===== src/rtl/bcd2bin_conv.sv =====
module bcd2bin_conv (
  input  logic       clk,
  input  logic       rst,
  input  logic [7:0] in_bcd,
  input  logic       in_vld,
  output logic [6:0] out_bin,
  output logic       out_vld,
  output logic       out_err
);

  function automatic logic [4:0] slice4(input logic [3:0] a, input logic [3:0] b, input logic ci);
    return {1'b0, a} + {1'b0, b} + {4'b0000, ci};
  endfunction

  logic [3:0] units, tens;
  logic [4:0] pass1, lo, hi;
  logic [9:0] sum_full;
  logic       bad;

  assign units = in_bcd[3:0];
  assign tens  = in_bcd[7:4];

  // columns b1..b4: units>>1 plus tens (weights 2 and 8 of 10*tens)
  assign pass1 = slice4({1'b0, units[3:1]}, tens, 1'b0);
  // add tens<<2 across columns b1..b8, carry rippling low to high
  assign lo = slice4(pass1[3:0], {tens[1:0], 2'b00}, 1'b0);
  assign hi = slice4({3'b000, pass1[4]}, {2'b00, tens[3:2]}, lo[4]);

  assign sum_full = {hi, lo[3:0], units[0]};
  assign bad = (units > 4'd9) || (tens > 4'd9) || (|sum_full[9:7]);

  always_ff @(posedge clk) begin
    if (rst) begin
      out_bin <= '0;
      out_vld <= 1'b0;
      out_err <= 1'b0;
    end else begin
      out_vld <= in_vld;
      out_err <= in_vld && bad;
      if (in_vld) out_bin <= bad ? 7'd0 : sum_full[6:0];
    end
  end

endmodule



===== config.mk =====
export PLATFORM = sky130hd
export DESIGN_NAME = bcd2bin_conv
export DESIGN_NICKNAME = d
export VERILOG_FILES = /design/src/rtl/bcd2bin_conv.sv
export SDC_FILE = /design/constraint.sdc
export NUM_CORES = 1
export LEC_CHECK = 0
export CAP_MARGIN = 20
export CELL_PAD_IN_SITES_DETAIL_PLACEMENT = 0
export CELL_PAD_IN_SITES_GLOBAL_PLACEMENT = 2
export CORE_MARGIN = 1
export CORE_UTILIZATION = 28
export DETAILED_ROUTE_END_ITERATION = 7
export PLACE_DENSITY = 0.8
export SLEW_MARGIN = 25
export SYNTH_ARGS = -nofsm -noshare
export SYNTH_HDL_FRONTEND = slang
export SYNTH_SLANG_ARGS = --single-unit

===== constraint.sdc =====
create_clock -name clk -period 5.95 [get_ports clk]
set_input_delay 1.19 -clock clk [delete_from_list [all_inputs] [get_ports clk]]
set_output_delay 1.19 -clock clk [all_outputs]
set_load 0.1 [all_outputs]

After elaboration in Yosys (flattened, before gate mapping)
Index checks and enable logic that the tools add are counted. W data, S select, Z words.

Add/subtract/negate cells: 4. $lt $le $gt $ge: 2. Mux-type cells: 1. Reductions and logical operators: 4.

Operators with widths (count): $gt A4 B4 Y1 const B (2); $mux W7 (1); $add A3 B4 Y5 (1); $add A4 B4 Y5 (1); $add A3 B1 Y4 (1); $add A1 B2 Y3 (1); $reduce_or A3 Y1 (1); $logic_or A1 B1 Y1 (2); $logic_and A1 B1 Y1 (1).

Register bits after elaboration: 9. Output and inout port bits: 9. Word-level logic and storage cells: 14.

Logic depth before layout (Yosys ltp)
Gate-level depths: netlist of the first run.

Word-level depth: 6. Depth in mapped cells: 11.

Least setup slack after synthesis of the first run
OpenSTA, ideal clock, no wires.

Kind: input to register. Start point: input port in_bcd[1]. End point: register out_bin[5]. Setup time: 0.092 ns. Data arrival time: 3.254 ns. Data required time: 5.858 ns. Path slack: 2.604 ns. Stages on the path: 10. Buffers on the path: 0. Cells stage by stage: ha_1 > fa_1 > xor2_1 > ha_1 > fa_1 > inv_1 > fa_1 > nor3b_2 > nand2_1 > o32ai_1.

Word-level cells in the longest chain between the ends: 6. Elaborated cells on any way between the ends: 9. Those cells by class: add/sub: 4; order compare: 1; mux: 1; reduce/logical: 3.

RTL lines: from (decl) (line 4) `input logic [7:0] in_bcd,`; $add A3 B4 Y5 (line 12) `return {1'b0, a} + {1'b0, b} + {4'b0000, ci};`; $add A4 B4 Y5 or $add A1 B2 Y3 (tied branches) (line 12); $add A3 B1 Y4 (line 12); $reduce_or A3 Y1 (line 30) `assign bad = (units > 4'd9) || (tens > 4'd9) || (|sum_full[9:7]);`; $logic_or A1 B1 Y1 (line 30); $mux W7 (*) (line 40) `if (in_vld) out_bin <= bad ? 7'd0 : sum_full[6:0];`; to (signal assigned) (line 40); to (decl) (line 6) `output logic [6:0] out_bin,`.

Mark *: on every way between the ends. The rest lies on a longest branch, timed or not. A chain may end at the register's enable or synchronous reset.

Worst setup path in the final report of the first run
Start point: input port in_bcd[4]. End point: register out_bin[4].

Same word-level chain as after synthesis.

==> flow_metrics.tcl, run 1 <==
set metrics [dict create \
    drt_iter0_drc 6 \
    power.switching_mw 0.0659 \
    ys_ff_latch 9 \
    hp-class "reg2reg" \
    ys.warnings.count 0 \
    initial_core_util 0.298 \
    min_from "out_bin[1]$_SDFFE_PP0P_" \
    cts_buffers 3 \
    synth-edff-count 0 \
    cts_setup_buffers 0 \
    p_leak_nw 0.304 \
    cts_tree "done" \
    insertion_delay_ps 250 \
    antenna_found_initial 0 \
    min_path_cells 2 \
    clkTransAtPathRegs_ps 60 \
    hold_viol 0 \
    pwr-share-comb 0.386 \
    clkPwrFrac 0.254 \
    critical_path.startpoint "in_bcd[4]" \
    synth_area_sq_um 584 \
    cts.htree.levels 1 \
    synth_nets 75 \
    setup.worst_path.class "in2reg" \
    switching_share 0.366 \
    max_freq_mhz 271 \
    crit_fanout 7 \
    rsz0062_at_grt "no" \
    grt_pass1_wl_microns 1980 \
    total_power_mw 0.180 \
    cp.arrival_ps 3850 \
    p_int_mw 0.114 \
    ff2ff_path_depth 2 \
    first_pass_iters 2 \
    die-area_sq_um 2270 \
    fp.dieW_microns 47.7 \
    crit_required_ps 6110 \
    place_congestion 0.657 \
    drive_gt1_frac 0.0909 \
    synth.top_cell.area_share 0.308 \
    startpoint_type "input port" \
    min_period_ps 3700 \
    grt_pass1_vias 438 \
    synthMuxAreaShare 0 \
    synth_largest_area_cell "dfxtp_1" \
    grt-ovfl-total 0 \
    clock_path_buffers 2 \
    grtUsageTotal 0.122 \
    synth_compound_area_frac 0.182 \
    finalNetCount 97 \
    syn_area_per_cell_sq_um 10.4 \
    setup_violations 0 \
    worst_pin_slew_ps 963 \
    drc 0 \
    io_buffers 19 \
    slew_violations 0 \
    rr_endpoint "out_bin[2]$_SDFFE_PP0P_" \
    fin_crit_sh 0.621 \
    regToRegStartpoint "out_bin[2]$_SDFFE_PP0P_" \
    avgRoutedWirePerCell_microns 10.4 \
    synth_xor_area_frac 0.0300 \
    cts_root_buffer "clkbuf_4" \
    synth-simple-area-share 0.173 \
    syn_inst 56 \
    grt_max_degree 16 \
    place_area_sq_um 790 \
    place_hpwl_microns 857 \
    clock-sinks 9 \
    ant_nets 0 \
    vias_per_cell 4.66 \
    cts_hold_buffers 0 \
    ios 20 \
    wirelength_microns 1090 \
    synth_cell_types 20 \
    setup_tns_ps 0 \
    critPathCaptureType "flip-flop" \
    rows 16 \
    finalHoldWorstSlack_ps 474 \
    status "finished clean" \
    core_sq_um 1960 \
    skew_ps 0 \
    power_frac_seq 0.360 \
    synth_seq_area_share 0.308 \
    final_area_sq_um 816 \
    synth_top_family_by_area "adder cells" \
    relSlewSlack 0.356 \
    hold_end "out_bin[1]$_SDFFE_PP0P_" \
    synthArstFlopShare 0 \
    vdd_drop_max_uv 69.8 \
    reg2reg_slack_ps 5250 \
    diodes 0 \
    synth-main-ff-cell "dfxtp_1" \
    power.density_nw_per_um2 221 \
    drv_cap 0 \
    cts_resized 0 \
    dr_total_vias 485 \
    synth_fa_ha_area_frac 0.210 \
    die_y_microns 47.7 \
    ys_top_cells_by_area "dfxtp_1, ha_1, o32ai_1, fa_1, nand4b_1" \
    area_growth_pct 39.6 \
]
==> how the worst max path moves through the flow <==
| stage | end | slack, ps | cells after the start |
|---|---|---|---|
| final | out_bin[4]$_SDFFE_PP0P_ | 2250 | 12 |
| after global routing | out_bin[4]$_SDFFE_PP0P_ | 2080 | 12 |
| after CTS | out_bin[2]$_SDFFE_PP0P_ | 2220 | 12 |
| after detailed placement | out_bin[2]$_SDFFE_PP0P_ | 1950 | 12 |
| after global placement | out_bin[5]$_SDFFE_PP0P_ | 1990 | 12 |
| after floorplan | out_bin[5]$_SDFFE_PP0P_ | 2600 | 10 |
==> cells in the mapped netlist, types with 2 or more instances <==
cell type,count
inv_1,10
dfxtp_1,9
o32ai_1,7
nand4b_1,6
ha_1,5
fa_1,3
a21o_1,2
nand2_1,2
==> area by class of cell <==
cell class / instances / area (sq um)
well taps: 27 / 33.8
fillers: 221 / 1150
clock buffers: 4 / 26.3
inverters: 10 / 37.5
flip-flops and latches: 9 / 180
repair buffers: 19 / 190
multi-input cells: 35 / 348
==> flip-flops by register name, summed over array words and instances (netlist names) <==
signal   flops
out_bin      7
out_err      1
out_vld      1
==> placed cells by master (no fill, tap or decap), drive strengths merged, types with 2 or more instances in the layout <==
cell,count
a21o,2
clkbuf,4
clkdlybuf4s50,19
dfxtp,9
fa,3
ha,5
inv,10
nand2,2
nand4b,6
o21ai,2
o32ai,7
==> cell families (layout without fill, tap and decap cells) <==
family                     after synthesis  in the layout
and+or+nand+nor                         13             13
AOI/OAI and AO/OA                       12             12
buffers and inverters                   12             33
DFF                                      9              9
adders and majority gates                8              8
xor gates and xnor gates                 2              2
==> power groups by stage <==
stage	Sequential, mW	Clock, mW	Combinational, mW
3_3_place_gp	0.0662	0	0.0702
3_5_place_dp	0.0663	0	0.0699
5_1_grt	0.0653	0.0536	0.0758
4_1_cts	0.0649	0.0477	0.0703
6_report	0.0648	0.0458	0.0695
2_1_floorplan	0.0905	0	0.0254
==> routing by layer <==
layer / global-route usage / vias up / part of all wire
li1: - / 247 / -
met1: 0.171 / 221 / 0.51
met2: 0.173 / 15 / 0.42
met3: 0.0377 / 2 / 0.063
met4: 0.0500 / 0 / 0.0037
met5: 0 / - / 0
==> stage by stage <==
| step | util | setup WS (ps) | cells |
|---|---|---|---|
| 6_report | 0.416 | 2250 | 104 |
| 5_1_grt | 0.416 | 2080 | 104 |
| 4_1_cts | 0.416 | 2220 | 104 |
| 3_5_place_dp | 0.402 | 1950 | 100 |
| 3_3_place_gp | 0.402 | 1990 | 100 |
| 2_1_floorplan | - | 2600 | 56 |
==> worst max-delay path, cell delays in order <==
cell and delay [ps]:
clkdlybuf4s50_1 440, ha_1 230, fa_1 410, xor2_1 160, ha_1 190, fa_1 350, inv_1 70, fa_1 160
inv_1 40, ha_1 170, nand2b_1 260, o32ai_1 160
(Power assumes the default switching activity.)
==> run 2: changes to the inputs <==
CORE_UTILIZATION = 23   (was 28)
PLACE_DENSITY = 0.7   (was 0.8)
clock period = 3.11 ns   (was 5.95 ns; I/O delays follow)
==> run 2 against run 1 <==
Die area rose by 21%; power up 96%; non-clock buffer count rose by 3; via count up 1.9%; worst hold slack improved by 1.0 ps; final cell count increased by 3.8%; clock skew unchanged; sequential power up 93%; clock-buffer cell count unchanged; sequential cell count stayed put; critical path type unchanged; largest power group unchanged.
==> flow_metrics.tcl, run 2 (synthesized netlist as in run 1, its figures left out) <==
set metrics [dict create \
    status "finished clean" \
    startpoint_type "input port" \
    drc 0 \
    rr_endpoint "out_bin[3]$_SDFFE_PP0P_" \
    setup_ws_ps 128 \
    multi_input_area_sq_um 363 \
    grt_pass1_wl_microns 2010 \
    largest_register "out_bin" \
    grt-ovfl-total 0 \
    relSlewSlack 0.663 \
    crit_chain "clkdlybuf4s50_1, ha_2, fa_2, xor2_1, ha_1, fa_1, inv_1, fa_1, nor3b_2, nand2_1, o32ai_2" \
    hold_viol 0 \
    avgRoutedWirePerCell_microns 11.0 \
    min_from "out_bin[4]$_SDFFE_PP0P_" \
    core_sq_um 2300 \
    fin_crit_sh 0.959 \
    drt_iter0_drc 2 \
    area_growth_pct 42.4 \
    finalHoldWorstSlack_ps 475 \
    insertion_delay_ps 260 \
    finalNetCount 100 \
    min_path_cells 2 \
    drv_cap 0 \
    ff2ff_path_depth 2 \
    crit_top_cell "fa_1" \
    drive_gt1_frac 0.288 \
    die-area_sq_um 2750 \
    seqCellArea_sq_um 180 \
    hold_end "out_bin[4]$_SDFFE_PP0P_" \
    diodes 0 \
    ios 20 \
    top_regs "out_bin x7, out_err x1, out_vld x1" \
    cp.arrival_ps 3160 \
    slowest_stage "fa_1" \
    ant_nets 0 \
    rsz0062_at_grt "no" \
    largest_reg_flops 7 \
    hp-class "reg2reg" \
    regToRegStartpoint "out_bin[3]$_SDFFE_PP0P_" \
    p_leak_nw 0.335 \
    crit_fanout 2 \
    place_congestion 0.703 \
    setup_tns_ps 0 \
    final_common_cell "buf_4" \
    fillers 251 \
    first_pass_iters 3 \
    vdd_drop_max_uv 256 \
    grt_pass1_vias 479 \
    post-place-cells 104 \
    place_ws_ps -301 \
    final_cells 108 \
    io_buffers 19 \
    final_cell_mix "buf_4, inv_1, clkdlybuf4s50_1" \
    place_hpwl_microns 949 \
    setup_violations 0 \
    initial_core_util 0.254 \
    cts_buffers 3 \
    slew_violations 0 \
    crit_required_ps 3290 \
    cts.htree.levels 1 \
    grtUsageTotal 0.0999 \
    critical_path.max_stage_delay_ps 440 \
    min_period_ps 2980 \
    power.density_nw_per_um2 424 \
    critPathCaptureType "flip-flop" \
    clock-sinks 9 \
    antenna_found_initial 0 \
    cts_root_buffer "clkbuf_4" \
    clkTransAtPathRegs_ps 60 \
    max_freq_mhz 335 \
    skew_ps 0 \
    worst_pin_slew_ps 504 \
    clock_path_buffers 2 \
    fp.dieW_microns 52.4 \
    reg2reg_slack_ps 2410 \
    rows 17 \
    setup.worst_path.class "in2reg" \
    wirelength_microns 1190 \
    dr_total_vias 494 \
    cts_hold_buffers 0 \
    die_y_microns 52.4 \
    cts_tree "done" \
    vias_per_cell 4.57 \
    grt_max_degree 16 \
]
## run 2: cell types whose count changed in the layout (fill, tap and decap cells not counted), sizes merged
cell / previous run / this run
buf: 0 / 12
clkdlybuf4s50: 19 / 10
## run 2: what timing repair did
action                     4_1_cts  5_1_grt
setup endpoints to repair        7        7
cloned                           0        0
pin swaps                        0        1
gates resized for setup          1        3
setup buffers                    0        0
## run 2: worst max-delay path: cells and delay by family
kind | cells | cell delay [ps]
compound gates | 1 | 90
xor+xnor | 1 | 150
fa+ha+maj | 5 | 1550
buf+inv | 2 | 500
simple gates | 2 | 250
## run 2: worst max path at each step
stage                    from                       to
finish              in_bcd[1]  out_bin[5]$_SDFFE_PP0P_
global route        in_bcd[4]  out_bin[5]$_SDFFE_PP0P_
CTS                 in_bcd[1]  out_bin[5]$_SDFFE_PP0P_
detailed placement  in_bcd[1]  out_bin[1]$_SDFFE_PP0P_
global placement    in_bcd[1]  out_bin[1]$_SDFFE_PP0P_
floorplan           in_bcd[1]  out_bin[5]$_SDFFE_PP0P_
## run 2: cell type report
type,count,area share
tap,28,0.0421
inverter,10,0.0451
timing repair buffer,22,0.229
clock buffer,4,0.0316
sequential,9,0.217
multi-input combinational,35,0.436
## run 2: through the flow
step	cell area (sq um)	power [mW]	utilization
detailed placement	791	0.263	0.344
CTS	820	0.355	0.357
floorplan	584	0.222	-
finish	832	0.352	0.362
global placement	791	0.263	0.344
global route	832	0.376	0.362
## run 2: power breakdown
part | switching [mW] | leakage [nW] | internal [mW]
Sequential | 0.00279 | 0.0735 | 0.122
Clock | 0.0408 | 0.0150 | 0.0494
Combinational | 0.0880 | 0.246 | 0.0497
Total | 0.132 | 0.335 | 0.221
## run 2: routing by layer
metal	GRT usage	vias up	wire length [microns]
met1	0.124	223	570
met4	0.0658	0	24
li1	-	249	-
met3	0.0203	4	82
met2	0.154	18	510
met5	0	-	0
